### config.mk
export PLATFORM = sky130hd
export DESIGN_NAME = rtc_seq
export DESIGN_NICKNAME = d
export VERILOG_FILES = /design/src/rtl/rtc_seq_pkg.sv /design/src/rtl/rtc_seq_gap.sv /design/src/rtl/rtc_seq_step_map.sv /design/src/rtl/rtc_seq_nibbles.sv /design/src/rtl/rtc_seq.sv
export SDC_FILE = /design/constraint.sdc
export NUM_CORES = 1
export LEC_CHECK = 0
export BUFFER_PORTS_ARGS = -buffer_cell sky130_fd_sc_hd__buf_2
export CAP_MARGIN = 20
export CORE_MARGIN = 3
export CORE_UTILIZATION = 45
export CTS_CLUSTER_DIAMETER = 60
export DETAILED_ROUTE_END_ITERATION = 8
export PLACE_DENSITY = 0.67
export SYNTH_ARGS = -nofsm -noshare
export SYNTH_HDL_FRONTEND = slang
export SYNTH_SLANG_ARGS = --single-unit
### constraint.sdc
create_clock -name clk -period 5.87 [get_ports clk]
set_input_delay 1.174 -clock clk [delete_from_list [all_inputs] [get_ports clk]]
set_output_delay 1.174 -clock clk [all_outputs]
set_load 0.02 [all_outputs]
### src/rtl/rtc_seq_pkg.sv
package rtc_seq_pkg;

   typedef enum logic [4:0] {
      ST_BOOT, ST_CHK_A, ST_CHK_D,
      ST_RCV_IA, ST_RCV_ID, ST_RCV_CA, ST_RCV_CD, ST_RCV_PA, ST_RCV_PD,
      ST_IDLE,
      ST_HS_CA, ST_HS_CD, ST_HS_RA, ST_HS_RD, ST_HS_GAP,
      ST_FLD_A, ST_FLD_D,
      ST_END
   } seq_st_t;

   // command byte flags
   localparam logic [7:0] CMD_ADDR = 8'h20;
   localparam logic [7:0] CMD_READ = 8'h40;
   localparam logic [7:0] CMD_DATA = 8'h10;

   localparam logic [3:0] REG_CTRL     = 4'hE;
   localparam logic [3:0] REG_INTV     = 4'h7;
   localparam logic [3:0] CTRL_RUN     = 4'h4;
   localparam logic [3:0] CTRL_RECOVER = 4'h7;
   localparam logic [3:0] INTV_OFF     = 4'h0;

   localparam int BUSY_BIT = 0;
   localparam int STOP_BIT = 1;

   localparam int          NSTEPS    = 13;
   localparam logic [3:0]  LAST_STEP = 4'(NSTEPS - 1);

   // step k: field k/2, digit k%2 (units first); last step is the weekday
   function automatic logic [3:0] step_reg(input logic [3:0] k);
      logic [3:0] pair;
      pair = {k[3:1], 1'b0};
      if (k == LAST_STEP)
         return 4'h6;
      else if (k < 4'd6)
         return pair | {3'b000, k[0]};
      else
         return (pair | {3'b000, k[0]}) + 4'd2;
   endfunction

   // recovery date 2000-01-01 00:00:00, weekday 0
   function automatic logic [3:0] recover_nib(input int k);
      return (k == 6 || k == 8) ? 4'h1 : 4'h0;
   endfunction

endpackage

### src/rtl/rtc_seq_gap.sv
module rtc_seq_gap #(
   parameter int GAP_CYC = 140
) (
   input  logic clk,
   input  logic rst_n,
   input  logic run,
   output logic expired
);
   localparam int CW = $clog2(GAP_CYC + 1);

   logic [CW-1:0] cnt;

   assign expired = run && (cnt == CW'(GAP_CYC - 1));

   always_ff @(posedge clk or negedge rst_n) begin
      if (!rst_n)
         cnt <= '0;
      else if (!run)
         cnt <= '0;
      else if (!expired)
         cnt <= cnt + 1'b1;
   end
endmodule

### src/rtl/rtc_seq_step_map.sv
module rtc_seq_step_map
   import rtc_seq_pkg::*;
(
   input  logic [3:0] step,
   output logic [3:0] reg_addr,
   output logic       is_last
);
   assign reg_addr = step_reg(step);
   assign is_last  = (step == LAST_STEP);
endmodule

### src/rtl/rtc_seq_nibbles.sv
module rtc_seq_nibbles
   import rtc_seq_pkg::*;
(
   input  logic                  clk,
   input  logic                  rst_n,
   input  logic                  load_user,
   input  logic [NSTEPS*4-1:0]   user_flat,
   input  logic                  load_dflt,
   input  logic                  cap_en,
   input  logic [3:0]            step,
   input  logic [3:0]            cap_val,
   output logic [3:0]            wr_nib,
   output logic [NSTEPS*4-1:0]   rd_flat
);
   logic [3:0] wr_q [NSTEPS];
   logic [3:0] rd_q [NSTEPS];

   for (genvar i = 0; i < NSTEPS; i++) begin : g_digit
      always_ff @(posedge clk or negedge rst_n) begin
         if (!rst_n) begin
            wr_q[i] <= '0;
            rd_q[i] <= '0;
         end else begin
            if (load_user)
               wr_q[i] <= user_flat[4*i +: 4];
            else if (load_dflt)
               wr_q[i] <= recover_nib(i);
            if (cap_en && step == 4'(i))
               rd_q[i] <= cap_val;
         end
      end
      assign rd_flat[4*i +: 4] = rd_q[i];
   end

   assign wr_nib = (step <= LAST_STEP) ? wr_q[step] : 4'h0;
endmodule

### src/rtl/rtc_seq.sv
module rtc_seq
   import rtc_seq_pkg::*;
#(
   parameter int CLK_PERIOD_PS = 5000,
   parameter int GAP_NS        = 700,
   parameter int RETRY_MAX     = 101
) (
   input  logic       clk,
   input  logic       rst_n,
   input  logic       rd_req,
   input  logic       wr_req,
   input  logic [7:0] set_sec,
   input  logic [7:0] set_min,
   input  logic [7:0] set_hour,
   input  logic [7:0] set_day,
   input  logic [7:0] set_mon,
   input  logic [7:0] set_year,
   input  logic [3:0] set_wday,
   output logic [7:0] get_sec,
   output logic [7:0] get_min,
   output logic [7:0] get_hour,
   output logic [7:0] get_day,
   output logic [7:0] get_mon,
   output logic [7:0] get_year,
   output logic [3:0] get_wday,
   output logic       done,
   output logic       err,
   output logic       chip_en,
   output logic       sm_start,
   output logic       sm_rd,
   output logic [7:0] sm_tx,
   input  logic       sm_ack,
   input  logic [3:0] sm_rx
);
   localparam int GAP_CYC = (GAP_NS * 1000 + CLK_PERIOD_PS - 1) / CLK_PERIOD_PS;
   localparam int AW      = $clog2(RETRY_MAX + 1);
   localparam logic [AW-1:0] LAST_TRY = AW'(RETRY_MAX - 1);

   if (CLK_PERIOD_PS < 1 || GAP_NS < 1) begin : g_bad_timing
      $error("rtc_seq: clock period and gap must be positive");
   end
   if (RETRY_MAX < 1) begin : g_bad_retry
      $error("rtc_seq: RETRY_MAX must be at least 1");
   end

   seq_st_t        state;
   logic           pend;
   logic [AW-1:0]  att;
   logic [3:0]     step;
   logic           op_rd;
   logic           err_lat;
   logic           gap_run, gap_exp;
   logic           is_byte, adv;
   logic [3:0]     fld_addr, wr_nib;
   logic           fld_last;
   logic           load_user, load_dflt, cap_en, poll_end;
   logic [NSTEPS*4-1:0] rd_flat;

   assign gap_run = (state == ST_BOOT) || (state == ST_HS_GAP) || (state == ST_END);
   assign chip_en = !(gap_run || state == ST_IDLE);
   assign is_byte = chip_en;
   assign sm_start = is_byte && !pend;
   assign adv      = pend && sm_ack;

   assign poll_end  = !sm_rx[BUSY_BIT] || (att == LAST_TRY);
   assign load_user = (state == ST_IDLE) && !rd_req && wr_req;
   assign load_dflt = (state == ST_RCV_PD) && adv && poll_end;
   assign cap_en    = (state == ST_FLD_D) && adv && op_rd;

   rtc_seq_gap #(.GAP_CYC(GAP_CYC)) u_gap (
      .clk(clk), .rst_n(rst_n), .run(gap_run), .expired(gap_exp)
   );

   rtc_seq_step_map u_map (
      .step(step), .reg_addr(fld_addr), .is_last(fld_last)
   );

   rtc_seq_nibbles u_nib (
      .clk(clk), .rst_n(rst_n),
      .load_user(load_user),
      .user_flat({set_wday, set_year, set_mon, set_day, set_hour, set_min, set_sec}),
      .load_dflt(load_dflt),
      .cap_en(cap_en), .step(step), .cap_val(sm_rx),
      .wr_nib(wr_nib), .rd_flat(rd_flat)
   );

   assign {get_wday, get_year, get_mon, get_day, get_hour, get_min, get_sec} = rd_flat;

   always_comb begin
      sm_rd = 1'b0;
      sm_tx = 8'h00;
      case (state)
         ST_CHK_A, ST_RCV_PA, ST_HS_RA: sm_tx = CMD_READ | CMD_ADDR | {4'h0, REG_CTRL};
         ST_CHK_D, ST_RCV_PD, ST_HS_RD: sm_rd = 1'b1;
         ST_RCV_IA:                     sm_tx = CMD_ADDR | {4'h0, REG_INTV};
         ST_RCV_ID:                     sm_tx = CMD_DATA | {4'h0, INTV_OFF};
         ST_RCV_CA, ST_HS_CA:           sm_tx = CMD_ADDR | {4'h0, REG_CTRL};
         ST_RCV_CD:                     sm_tx = CMD_DATA | {4'h0, CTRL_RECOVER};
         ST_HS_CD:                      sm_tx = CMD_DATA | {4'h0, CTRL_RUN};
         ST_FLD_A: sm_tx = (op_rd ? (CMD_READ | CMD_ADDR) : CMD_ADDR) | {4'h0, fld_addr};
         ST_FLD_D: begin
            sm_rd = op_rd;
            sm_tx = op_rd ? 8'h00 : (CMD_DATA | {4'h0, wr_nib});
         end
         default: ;
      endcase
   end

   always_ff @(posedge clk or negedge rst_n) begin
      if (!rst_n) begin
         state   <= ST_BOOT;
         pend    <= 1'b0;
         att     <= '0;
         step    <= '0;
         op_rd   <= 1'b0;
         err_lat <= 1'b0;
         done    <= 1'b0;
         err     <= 1'b0;
      end else begin
         done <= 1'b0;
         err  <= 1'b0;
         if (sm_start)
            pend <= 1'b1;
         else if (sm_ack)
            pend <= 1'b0;

         case (state)
            ST_BOOT:   if (gap_exp) state <= ST_CHK_A;
            ST_CHK_A:  if (adv) state <= ST_CHK_D;
            ST_CHK_D:  if (adv) state <= sm_rx[STOP_BIT] ? ST_RCV_IA : ST_END;
            ST_RCV_IA: if (adv) state <= ST_RCV_ID;
            ST_RCV_ID: if (adv) state <= ST_RCV_CA;
            ST_RCV_CA: if (adv) state <= ST_RCV_CD;
            ST_RCV_CD: if (adv) begin
               att   <= '0;
               state <= ST_RCV_PA;
            end
            ST_RCV_PA: if (adv) state <= ST_RCV_PD;
            ST_RCV_PD: if (adv) begin
               if (poll_end) begin
                  att   <= '0;
                  op_rd <= 1'b0;
                  state <= ST_HS_CA;
               end else begin
                  att   <= att + 1'b1;
                  state <= ST_RCV_PA;
               end
            end
            ST_IDLE: begin
               if (rd_req || wr_req) begin
                  op_rd   <= rd_req;
                  att     <= '0;
                  err_lat <= 1'b0;
                  state   <= ST_HS_CA;
               end
            end
            ST_HS_CA:  if (adv) state <= ST_HS_CD;
            ST_HS_CD:  if (adv) state <= ST_HS_RA;
            ST_HS_RA:  if (adv) state <= ST_HS_RD;
            ST_HS_RD: if (adv) begin
               if (sm_rx[BUSY_BIT]) begin
                  if (att == LAST_TRY) begin
                     err_lat <= 1'b1;
                     state   <= ST_END;
                  end else begin
                     att   <= att + 1'b1;
                     state <= ST_HS_GAP;
                  end
               end else begin
                  step  <= '0;
                  state <= ST_FLD_A;
               end
            end
            ST_HS_GAP: if (gap_exp) state <= ST_HS_CA;
            ST_FLD_A:  if (adv) state <= ST_FLD_D;
            ST_FLD_D: if (adv) begin
               if (fld_last)
                  state <= ST_END;
               else begin
                  step  <= step + 1'b1;
                  state <= ST_FLD_A;
               end
            end
            ST_END: if (gap_exp) begin
               done  <= 1'b1;
               err   <= err_lat;
               state <= ST_IDLE;
            end
            default: state <= ST_IDLE;
         endcase
      end
   end
endmodule

### Word-level counts from Yosys, hierarchy flattened

Index checks and enable logic that the tools add are counted.
W data, S select, Z words.

* add/sub/neg operators: 4
* bitwise operators: 3
* reduce and logical (&&, ||, !) cells: 47
* multiplexer cells: 79
* equality and inequality tests: 56
* magnitude comparators: 3

Operator list (count)
* $mux W5: 23
* $mux W4: 25
* $pmux W5 S18: 1
* $mux W7: 8
* $pmux W7 S8: 1
* $ne A2 B2 Y1 const B: 24
* $eq A5 B4 Y1 const B: 8
* $pmux W7 S4: 1
* $logic_and A1 B1 Y1: 22
* $eq A4 B4 Y1 const B: 5
* $eq A5 B3 Y1 const B: 4
* $reduce_and A18 Y1: 1
* $bmux W4 S4: 1
* $eq A4 B3 Y1 const B: 4
* $mux W8: 2
* $mux W1: 13
* $eq A5 B2 Y1 const B: 2
* $eq A5 B5 Y1 const B: 2
* $reduce_and A5 Y1: 2
* $reduce_bool A2 Y1: 5
* $add A8 B1 Y8 const B: 1
* $eq A4 B2 Y1 const B: 2
* $eq A8 B8 Y1 const B: 1
* $pmux W4 S2: 1
* 23 further kinds: 33

* bits of input ports: 61
* logic and storage cells: 227
* output and inout port bits: 65
* register bits: 133

### Logic depth before layout (Yosys ltp)

Gate-level depths: netlist of run 1.

* depth in word-level cells: 7
* mapped depth: 9
* gate-level depth less buffers: 7

### Hierarchy

A second synthesis of run 1 with hierarchy kept.

* cell total of the unflattened synthesis: 674
* area total of the unflattened synthesis: 6964.2 um^2

Modules (own cells, without submodules)
* rtc_seq_nibbles: times used 1, sequential area each 2602.5 um^2, cells an instance 393, area an instance 4606.9 um^2
* rtc_seq: times used 1, sequential area each 525.5 um^2, cells an instance 225, area an instance 1820.5 um^2
* rtc_seq_gap: times used 1, sequential area each 200.2 um^2, cells an instance 42, area an instance 446.7 um^2
* rtc_seq_step_map: times used 1, sequential area each 0.0 um^2, cells an instance 14, area an instance 90.1 um^2

### Least setup slack after synthesis of run 1

No wires, ideal clock.

* path type: register -> output
* from: reg step[0]
* to: out sm_tx[0]
* buffers on the path: 2
* stages on the path, launching flop included: 8
* slack: 2.568 ns
* data required time: 4.696 ns
* arrival: 2.128 ns
* cell sequence: dfrtp_1 buf_2 buf_2 inv_1 ha_1 nand3_1 a311oi_1 o32ai_1

* word-level cells in the longest chain between the ends: 7
* elaborated cells between the ends (all ways): 15
* those cells by class: 1 x add/sub; 2 x order compare; 1 x eq/ne; 8 x mux; 3 x bitwise

RTL lines
* from (decl): RTL line rtc_seq.sv:49 `logic [3:0] step;`
* from (signal assigned): RTL line rtc_seq.sv:180 `step <= step + 1'b1;`
* $not A4 Y5 (not written as such): RTL line rtc_seq_nibbles.sv:35 `assign wr_nib = (step <= LAST_STEP) ? wr_q[step] : 4'h0;`
* $bmux W4 S4: RTL line rtc_seq_nibbles.sv:35
* $mux W4 (not written as such) (2 in a row): RTL line rtc_seq_nibbles.sv:35
* $mux W4: RTL line rtc_seq_nibbles.sv:35
* $mux W5: RTL line rtc_seq.sv:103 `sm_tx = op_rd ? 8'h00 : (CMD_DATA | {4'h0, wr_nib});`
* $pmux W7 S8 (*): RTL line rtc_seq.sv:92 `case (state)`
* to (decl): RTL line rtc_seq.sv:31 `output logic [7:0] sm_tx,`

Every way passes the cells marked *; elsewhere a longest branch is shown, timed or not. The select of a mux whose other input is x is not followed.

### Final worst setup path of run 1

Ends and elaborated chain as after synthesis.

==> results of run 1 <==
==> per-stage QoR <==
stage,area (µm²),hold WS [ns],util [%]
after global placement,7520,0.478,51.1
after detailed placement,7520,0.489,51.1
final,8140,0.500,55.4
after global routing,8140,0.518,55.4
after CTS,8120,0.503,55.2
after floorplan,6840,0.454,-
==> Yosys cell counts, drive strengths merged (2+ instances only) <==
library cell  count
a21boi            3
a21o              2
a21oi            14
a221oi            4
a22o              3
a22oi             2
a2bb2oi           2
a31oi             5
and2              7
and3              8
and4              2
buf              22
clkbuf           23
dfrtp           133
ha                8
inv              13
mux2             56
mux2i             5
mux4             12
nand2           130
nand2b            4
nand3            15
nand4             6
nor2             28
nor2b             7
nor3             12
nor3b             2
nor4              4
o2111ai           2
o211ai            2
o21ai            73
o221ai            2
o22ai             5
o31ai             8
o41ai             6
or2               2
or3b              2
xnor2             6
xor2              4
==> routing by layer <==
layer	global-route usage (%)	vias to the layer above	routed length, µm
met5	0	-	0
met4	6.18	0	210
met3	5.48	16	926
met2	32.7	164	8520
met1	29.9	2711	7750
li1	-	2559	-
==> area by class of cell <==
type | instances | area (µm²) | share of cell area [%]
Sequential cell | 133 | 3330 | 40.9
Inverter | 14 | 52.6 | 0.646
Timing Repair Buffer | 129 | 673 | 8.27
Clock inverter | 10 | 119 | 1.46
Tap cell | 184 | 230 | 2.83
Clock buffer | 22 | 484 | 5.95
Multi-Input combinational cell | 469 | 3250 | 40.0
==> report_power, final <==
group,switching (µW),internal [µW],total (µW)
clock network,400,673,1070
registers,273,1130,1400
logic,615,437,1050
==> worst paths after layout <==
path	start	end	slack [ns]	cells after the start
setup / recovery	step[0]	sm_tx[0]	1.73	6
hold / removal	u_nib.rd_flat[49]	u_nib.rd_flat[49]	0.50	1
setup reg to reg	step[0]	state[1]	3.03	7
hold reg to reg	u_nib.rd_flat[49]	u_nib.rd_flat[49]	0.50	1
max in group asynchronous	rst_n	u_nib.rd_flat[41]	4.14	2
min in group asynchronous	rst_n	done	0.66	1
==> cell families after synthesis <==
family,after synthesis,share of synthesized area [%]
AND/OR/NAND/NOR,232,16.4
AO/OA/AOI/OAI,144,14.1
flip-flops,133,48.6
multiplexers,73,13.9
buffers and inverters,59,4.04
XOR/XNOR,10,1.28
adder cells (fa/ha/maj),9,1.61
other,1,0.0548
==> worst register-to-register path, delay by kind of cell, from the launching register on <==
| family | cells | cell delay [ns] |
|---|---|---|
| multiplexers | 1 | 0.30 |
| AO/OA/AOI/OAI | 2 | 0.50 |
| buffers and inverters | 1 | 0.29 |
| adder cells (fa/ha/maj) | 1 | 0.36 |
| AND/OR/NAND/NOR | 2 | 0.55 |
| flip-flops | 1 | 0.72 |
==> impl_metrics.tcl, run 1 <==
set metrics [dict create \
    clkSlewWorstSetupHoldPaths_ns 0.06 \
    holdCritPathClass "reg2reg" \
    via_per_inst 5.67 \
    postRouteAntennaNets 0 \
    yosys.area.top_type "dfrtp_1" \
    cts_root_buffer "clkbuf_16" \
    powerDensity_nw_per_um2 433 \
    cts_buffer_depth 2 \
    yosys_warnings 0 \
    drc 0 \
    rsz0062_at_grt "no" \
    synth_edf_count 0 \
    grt_start_max_net_pins 61 \
    layout-drive-gt1-share_pct 32.9 \
    slew_headroom_pct 36.3 \
    synth_area_leaders "dfrtp_1, mux2_2, nand2_1" \
    final_cell_mix "dfrtp_1, buf_2, nand2_1" \
    cts.sink_count 133 \
    critPathBufInv 2 \
    post-place-ws_ns 2.11 \
    power.total_uw 3530 \
    drt-initial-drc-count 402 \
    die_width_um 129 \
    diodes 0 \
    gp_congestion 0.921 \
    cp-end-kind "primary output" \
    dr.pass1.iters 5 \
    seq_area_frac_synth_pct 48.6 \
    io-pin-count 126 \
    path_class "reg2out" \
    numCtsBuffers 17 \
    detailed_place_hpwl_um 12200 \
    ir_worst_vdd_mv 0.209 \
    cts_tree "yes" \
    crit_chain "inv_1 > ha_1 > nand3_1 > a311oi_1 > o32ai_1 > buf_2" \
    final.setup.tns_ns 0 \
    synth.distinct_cells 76 \
    critPathLaunchType "flip-flop" \
    post-route-period-util_pct 70.5 \
    ctsHoldBuffers 0 \
    wl_per_cell_um 18.1 \
    max_freq_ghz 0.242 \
    hold_viol 0 \
    layout.cells.most_common "dfrtp_1" \
    final_cells 961 \
    fillCellCount 1292 \
    worstMarginPinSlew_ns 0.955 \
    finalWorstSetupSlack_ns 1.73 \
    core_area_um2 14700 \
    nets 833 \
    netlist_area_um2 6840 \
    post-cts-setup-buffers 0 \
    rows 44 \
    grt-ovfl-total 0 \
    area_delta_synth_final_pct 18.9 \
    netlist.area_leader.share_pct 48.6 \
    io_buffers 124 \
    cts.repair.resized 0 \
    routed_wl_um 17400 \
    dp_cells 928 \
    ys_async_sr_fraction_pct 100 \
    grt_pass1_wl_um 27800 \
    synth_area_per_cell_um2 10.4 \
    dieArea_um2 16700 \
    syn_inst 661 \
    setup_violations 0 \
    cp.arrival_ns 2.96 \
    slowest_delay_ns 0.96 \
    dominantRegCellSynth "dfrtp_1" \
    p_leak_uw 0.00393 \
    grt_pass1_vias 5252 \
    ys_seq_elements 133 \
    cp_max_fo 19 \
    clk_latency_ns 0.42 \
    fin_crit_ns 4.14 \
    cp_top_family "flip-flops" \
    dr_total_vias 5450 \
    status "finished clean" \
    initial_utilization_pct 46.6 \
    finalClockSkew_ns 0.00912 \
    report.final.slew_viol_count 0 \
    antenna_found_initial 0 \
    grt_usage_pct 21.2 \
    cp_slowest_cell "dfrtp_1" \
    cp.required_ns 4.70 \
    die_h_um 129 \
    synth_fp_nets 730 \
    h-tree-depth 4 \
    cap_violations 0 \
]
Power figures use the tool's default switching activity.
==> run 2: changes to the inputs <==
Settings changed: PLACE_DENSITY 0.67 to 0.69.
Clock period 5.87 ns to 3.3 ns, I/O delays scaled along.
==> run 2 against run 1 <==
  * First-iteration DRC count down 23%
  * Via count up 0.51%
  * Combinational power up 89%
  * Sequential power up 73%
  * Critical path depth unchanged
  * Global-route usage up 0.27 points
  * Setup slack worse by 1.6 ns
  * Core utilization up 0.27 points
==> impl_metrics.tcl, run 2 (synthesis results as in run 1) <==
set metrics [dict create \
    grt-ovfl-total 0 \
    cp_max_fo 23 \
    io-pin-count 126 \
    clkSlewWorstSetupHoldPaths_ns 0.06 \
    fin_crit_ns 3.17 \
    p_leak_uw 0.00397 \
    max_freq_ghz 0.316 \
    area_delta_synth_final_pct 19.5 \
    power.internal_uw 3860 \
    crit_chain "nor3b_2 > and2_1 > o211ai_1 > a21o_1 > o221ai_1 > buf_2" \
    rsz0062_at_grt "no" \
    postRouteAntennaNets 0 \
    clk_latency_ns 0.42 \
    cts.repair.resized 0 \
    post-cts-setup-buffers 0 \
    seq_power_share_pct 39.2 \
    die_h_um 129 \
    via_per_inst 5.65 \
    pwr-share-comb_pct 32.1 \
    grt_pass1_vias 5332 \
    rows 44 \
    drt-initial-drc-count 310 \
    routed_wl_um 17500 \
    ff_latch_area_um2 3330 \
    diodes 0 \
    dr_total_vias 5478 \
    final.setup.tns_ns 0 \
    dr.pass1.iters 5 \
    gp_congestion 0.950 \
    cp.arrival_ns 2.51 \
    cts_root_buffer "clkbuf_16" \
    layout.cells.most_common "dfrtp_1" \
    core_area_um2 14700 \
    fillCellCount 1268 \
    dieArea_um2 16700 \
    critPathLaunchType "flip-flop" \
    ir_worst_vdd_mv 0.358 \
    slew_headroom_pct 52.9 \
    post-route-period-util_pct 95.9 \
    worstRegToRegCells 7 \
    p_switching_uw 2320 \
    grt_usage_pct 21.5 \
    swShare_pct 37.6 \
    h-tree-depth 4 \
    path_class "reg2out" \
    cts.sink_count 133 \
    powerDensity_nw_per_um2 756 \
    antenna_found_initial 0 \
    nets 842 \
    cap_violations 0 \
    post-place-ws_ns 0.516 \
    holdCritPathClass "in2async" \
    setup_violations 0 \
    pwr-share-clk_pct 28.8 \
    hold_slack_ns 0.0541 \
    cp.required_ns 2.64 \
    detailed_place_hpwl_um 12500 \
    grt_start_max_net_pins 81 \
    worstMarginPinSlew_ns 0.701 \
    finalClockSkew_ns 0.00984 \
    cts_buffer_depth 2 \
    ctsHoldBuffers 0 \
    io_buffers 124 \
    slowest_delay_ns 0.62 \
    finalWorstSetupSlack_ns 0.135 \
    cts_tree "yes" \
    report.final.slew_viol_count 0 \
    wl_per_cell_um 18.0 \
    hold_viol 0 \
    drc 0 \
    grt_pass1_wl_um 28100 \
    die_width_um 129 \
    cp-end-kind "primary output" \
    final_cell_mix "dfrtp_1, buf_2, nand2_1" \
    status "finished clean" \
    multi_input_comb_area_um2 3260 \
    initial_utilization_pct 46.6 \
    layout-drive-gt1-share_pct 34.1 \
    cp_slowest_cell "dfrtp_1" \
    numCtsBuffers 17 \
]
[run 2: cell types whose count changed in the layout (fill, tap and decap cells not counted), sizes merged]
cell,delta
bufinv,-1
clkbuf,-5
buf,+9
clkinvlp,-1
inv,+1
clkinv,+6
[run 2: metrics by stage]
step	std cells	instance area [µm²]	utilization (%)	total power, µW
after CTS	970	8170	55.6	6210
after global placement	938	7620	51.8	4370
after global routing	970	8180	55.6	6560
after detailed placement	938	7620	51.8	4410
final	970	8180	55.6	6180
after floorplan	661	6840	-	3820
[run 2: final timing paths]
kind                                     end  slack, ns         startpoint
max                                 sm_tx[3]       0.13           state[2]
min                             u_gap.cnt[3]       0.05              rst_n
max reg2reg                   u_nib.wr_q[21]       0.68           state[0]
min reg2reg                u_nib.rd_flat[20]       0.50  u_nib.rd_flat[20]
max in group asynchronous   u_nib.rd_flat[0]       2.43              rst_n
min in group clk                        pend       0.44             sm_ack
[run 2: metal layers]
metal  global-route usage (%)  share of wire (%)  vias to the layer above
li1                         -                  -                     2569
met1                     30.1                 45                     2739
met2                     34.3                 49                      153
met3                     4.37                4.2                       17
met4                     6.24                1.1                        0
met5                        0                  0                        -
[run 2: area by class of cell]
class	count	area share [%]
repair buffers	138	9.21
inverters	14	0.642
clock inverters	15	1.59
clock buffers	17	5.20
flip-flops and latches	133	40.7
multi-input cells	469	39.8
well taps	184	2.81
[run 2: critical path, delay by kind of cell (launching register included)]
kind / cells / cell delay (ns)
and+or+nand+nor: 2 / 0.71
buffers and inverters: 1 / 0.21
DFF: 1 / 0.62
AOI/OAI and AO/OA: 3 / 0.53
[run 2: power by group through the flow]
stage | clock network [µW] | logic, µW | registers (µW)
finish | 1780 | 1980 | 2420
floorplan | 0 | 1620 | 2200
detailed placement | 0 | 1980 | 2430
CTS | 1810 | 1990 | 2410
global route | 1880 | 2200 | 2480
global placement | 0 | 1940 | 2430
==> run 3: changes to the inputs <==
Settings changed: ABC_AREA set to 1, CORE_UTILIZATION 45 to 50, PLACE_DENSITY 0.69 to 0.76.
==> run 3 against run 2 <==
  * Sequential share of layout area grew 0.63 points
  * Clock skew shrank 0.0024 ns
  * Power grew 7.8%
  * Setup slack gained 0.14 ns
  * Wire length shrank 3.0%
  * Critical path depth grew 4
  * Core utilization grew 7.4 points
  * First-iteration DRC count grew 53%
  * Maximum frequency grew 4.7%
  * Hold slack gained 0.18 ns
  * Critical path type unchanged
  * Highest routed layer unchanged
==> impl_metrics.tcl, run 3 <==
set metrics [dict create \
    core_area_um2 12800 \
    worstMarginPinSlew_ns 0.769 \
    wl_per_cell_um 14.8 \
    grt_usage_pct 24.1 \
    ir_worst_vdd_mv 0.589 \
    grt_start_max_net_pins 72 \
    crit_chain "clkinv_1 > ha_1 > inv_1 > nor2_1 > inv_1 > o21ai_0 > or2_2 > a21oi_1 > nand2_1 > buf_2" \
    synth_most_common_cell "nand2_1" \
    setup_violations 0 \
    dr_total_vias 6010 \
    cp-end-kind "primary output" \
    numCtsBuffers 17 \
    cap_violations 0 \
    clkSlewWorstSetupHoldPaths_ns 0.06 \
    dominantRegCellSynth "dfrtp_1" \
    syn_inst 836 \
    synth.distinct_cells 39 \
    p_leak_uw 0.00431 \
    detailed_place_hpwl_um 11900 \
    rsz0062_at_grt "no" \
    netlist_area_um2 6620 \
    cp_slowest_cell "dfrtp_1" \
    power.total_uw 6660 \
    cts.repair.resized 0 \
    via_per_inst 5.25 \
    initial_utilization_pct 51.8 \
    status "finished clean" \
    report.final.slew_viol_count 0 \
    drc 0 \
    ys_async_sr_fraction_pct 100 \
    slowest_delay_ns 0.35 \
    ys_seq_elements 133 \
    yosys_warnings 0 \
    r2r-start "att[0]" \
    holdCritPathClass "in2async" \
    post-cts-setup-buffers 0 \
    hold_viol 0 \
    grt_pass1_wl_um 27800 \
    cts_root_buffer "clkbuf_16" \
    rows 41 \
    powerDensity_nw_per_um2 828 \
    worstRegToRegCells 11 \
    layout-drive-gt1-share_pct 19.8 \
    synth_edf_count 0 \
    area_delta_synth_final_pct 21.7 \
    dieArea_um2 14600 \
    die_width_um 121 \
    synth_area_per_cell_um2 7.91 \
    fin_crit_ns 3.02 \
    final.setup.tns_ns 0 \
    gp_congestion 0.931 \
    cp.required_ns 2.64 \
    yosys.area.top_type "dfrtp_1" \
    critPathLaunchType "flip-flop" \
    final_cell_mix "nand2_1, dfrtp_1, buf_2" \
    post-route-period-util_pct 91.6 \
    seq_area_frac_synth_pct 50.3 \
    ctsHoldBuffers 0 \
    max_freq_ghz 0.331 \
    cts_tree "yes" \
    routed_wl_um 17000 \
    cp_max_fo 11 \
    netlist_top_cells_count "nand2_1, dfrtp_1, inv_1, o21ai_0, nand3_1" \
    grt-ovfl-total 0 \
    slew_headroom_pct 48.6 \
    cp.arrival_ns 2.36 \
    fillCellCount 1103 \
    reg2reg_slack_ns 0.88 \
    die_h_um 121 \
    path_class "reg2out" \
    io_buffers 124 \
    finalClockSkew_ns 0.00748 \
    cts.sink_count 133 \
    worstReg2RegEnd "u_nib.wr_q[25]" \
    h-tree-depth 4 \
    grt_pass1_vias 5564 \
    cp_common_cell "inv_1" \
    io-pin-count 126 \
    synth_area_leaders "dfrtp_1, nand2_1, o21ai_0" \
    cts_buffer_depth 2 \
    synth_fp_nets 905 \
    postRouteAntennaNets 0 \
    nets 1028 \
    netlist.area_leader.share_pct 50.3 \
    layout.cells.most_common "nand2_1" \
    dr.pass1.iters 5 \
    clk_latency_ns 0.42 \
    antenna_found_initial 0 \
    diodes 0 \
    drt-initial-drc-count 475 \
]
[run 3: changes by cell type after synthesis, moves of 29 or more]
| cell | delta |
|---|---|
| inv_1 | +96 |
| mux2_2 | -55 |
| nand2_1 | +93 |
| nand3_1 | +41 |
| o21ai_0 | +31 |
| o21ai_1 | +29 |
[run 3: per-layer routing]
metal | GRT usage, % | vias up | part of all wire (%) | wire length [µm]
li1 | - | 2957 | - | -
met1 | 34.7 | 2787 | 47 | 8010
met2 | 35.9 | 231 | 45 | 7590
met3 | 5.83 | 35 | 6.2 | 1050
met4 | 8.22 | 0 | 1.9 | 327
met5 | 0 | - | 0 | 0
[run 3: final cells by class]
type	count	area, µm²	area share, %
Clock buffer	21	470	5.85
Tap cell	172	215	2.67
Clock inverter	11	195	2.43
Multi-Input combinational cell	558	2710	33.6
Inverter	118	444	5.52
Timing Repair Buffer	131	688	8.55
Sequential cell	133	3330	41.4
[run 3: cells by family (layout without fill, tap and decap cells)]
logic type,Yosys count,in the layout,share of synthesized area (%)
AO/OA/AOI/OAI,186,186,14.9
XOR/XNOR,5,5,0.662
adder cells (fa/ha/maj),8,8,1.51
buffers and inverters,145,281,8.78
flip-flops,133,133,50.3
other,1,1,0.0567
AND/OR/NAND/NOR,358,358,23.8
[run 3: power by group]
part / internal (µW) / switching, µW
logic: 742 / 1540
clock network: 1400 / 720
registers: 2000 / 260
total: 4140 / 2520
[run 3: worst max path at each step]
stage / start / end / cells after the start
3_5_place_dp: step[1] / sm_tx[1] / 10
6_report: step[1] / sm_tx[1] / 10
5_1_grt: step[1] / sm_tx[1] / 10
2_1_floorplan: step[0] / sm_tx[1] / 10
4_1_cts: step[1] / sm_tx[1] / 10
3_3_place_gp: step[1] / sm_tx[1] / 10
[run 3: through the flow]
step / util (%) / area (µm²) / hold WS [ns] / worst slack [ns] / cells
floorplan: - / 6620 / 0.364 / 0.750 / 836
global placement: 57.8 / 7380 / 0.460 / 0.776 / 1112
detailed placement: 57.8 / 7380 / 0.461 / 0.749 / 1112
CTS: 63.0 / 8050 / 0.253 / 0.275 / 1144
global route: 63.0 / 8050 / 0.269 / 0.139 / 1144
finish: 63.0 / 8050 / 0.236 / 0.276 / 1144
[run 3: worst max-delay path: cells and delay by family (launching register included)]
kind | cells | cell delay, ns
adders and majority gates | 1 | 0.29
and+or+nand+nor | 3 | 0.47
buffers and inverters | 4 | 0.60
AOI/OAI and AO/OA | 2 | 0.23
DFF | 1 | 0.35
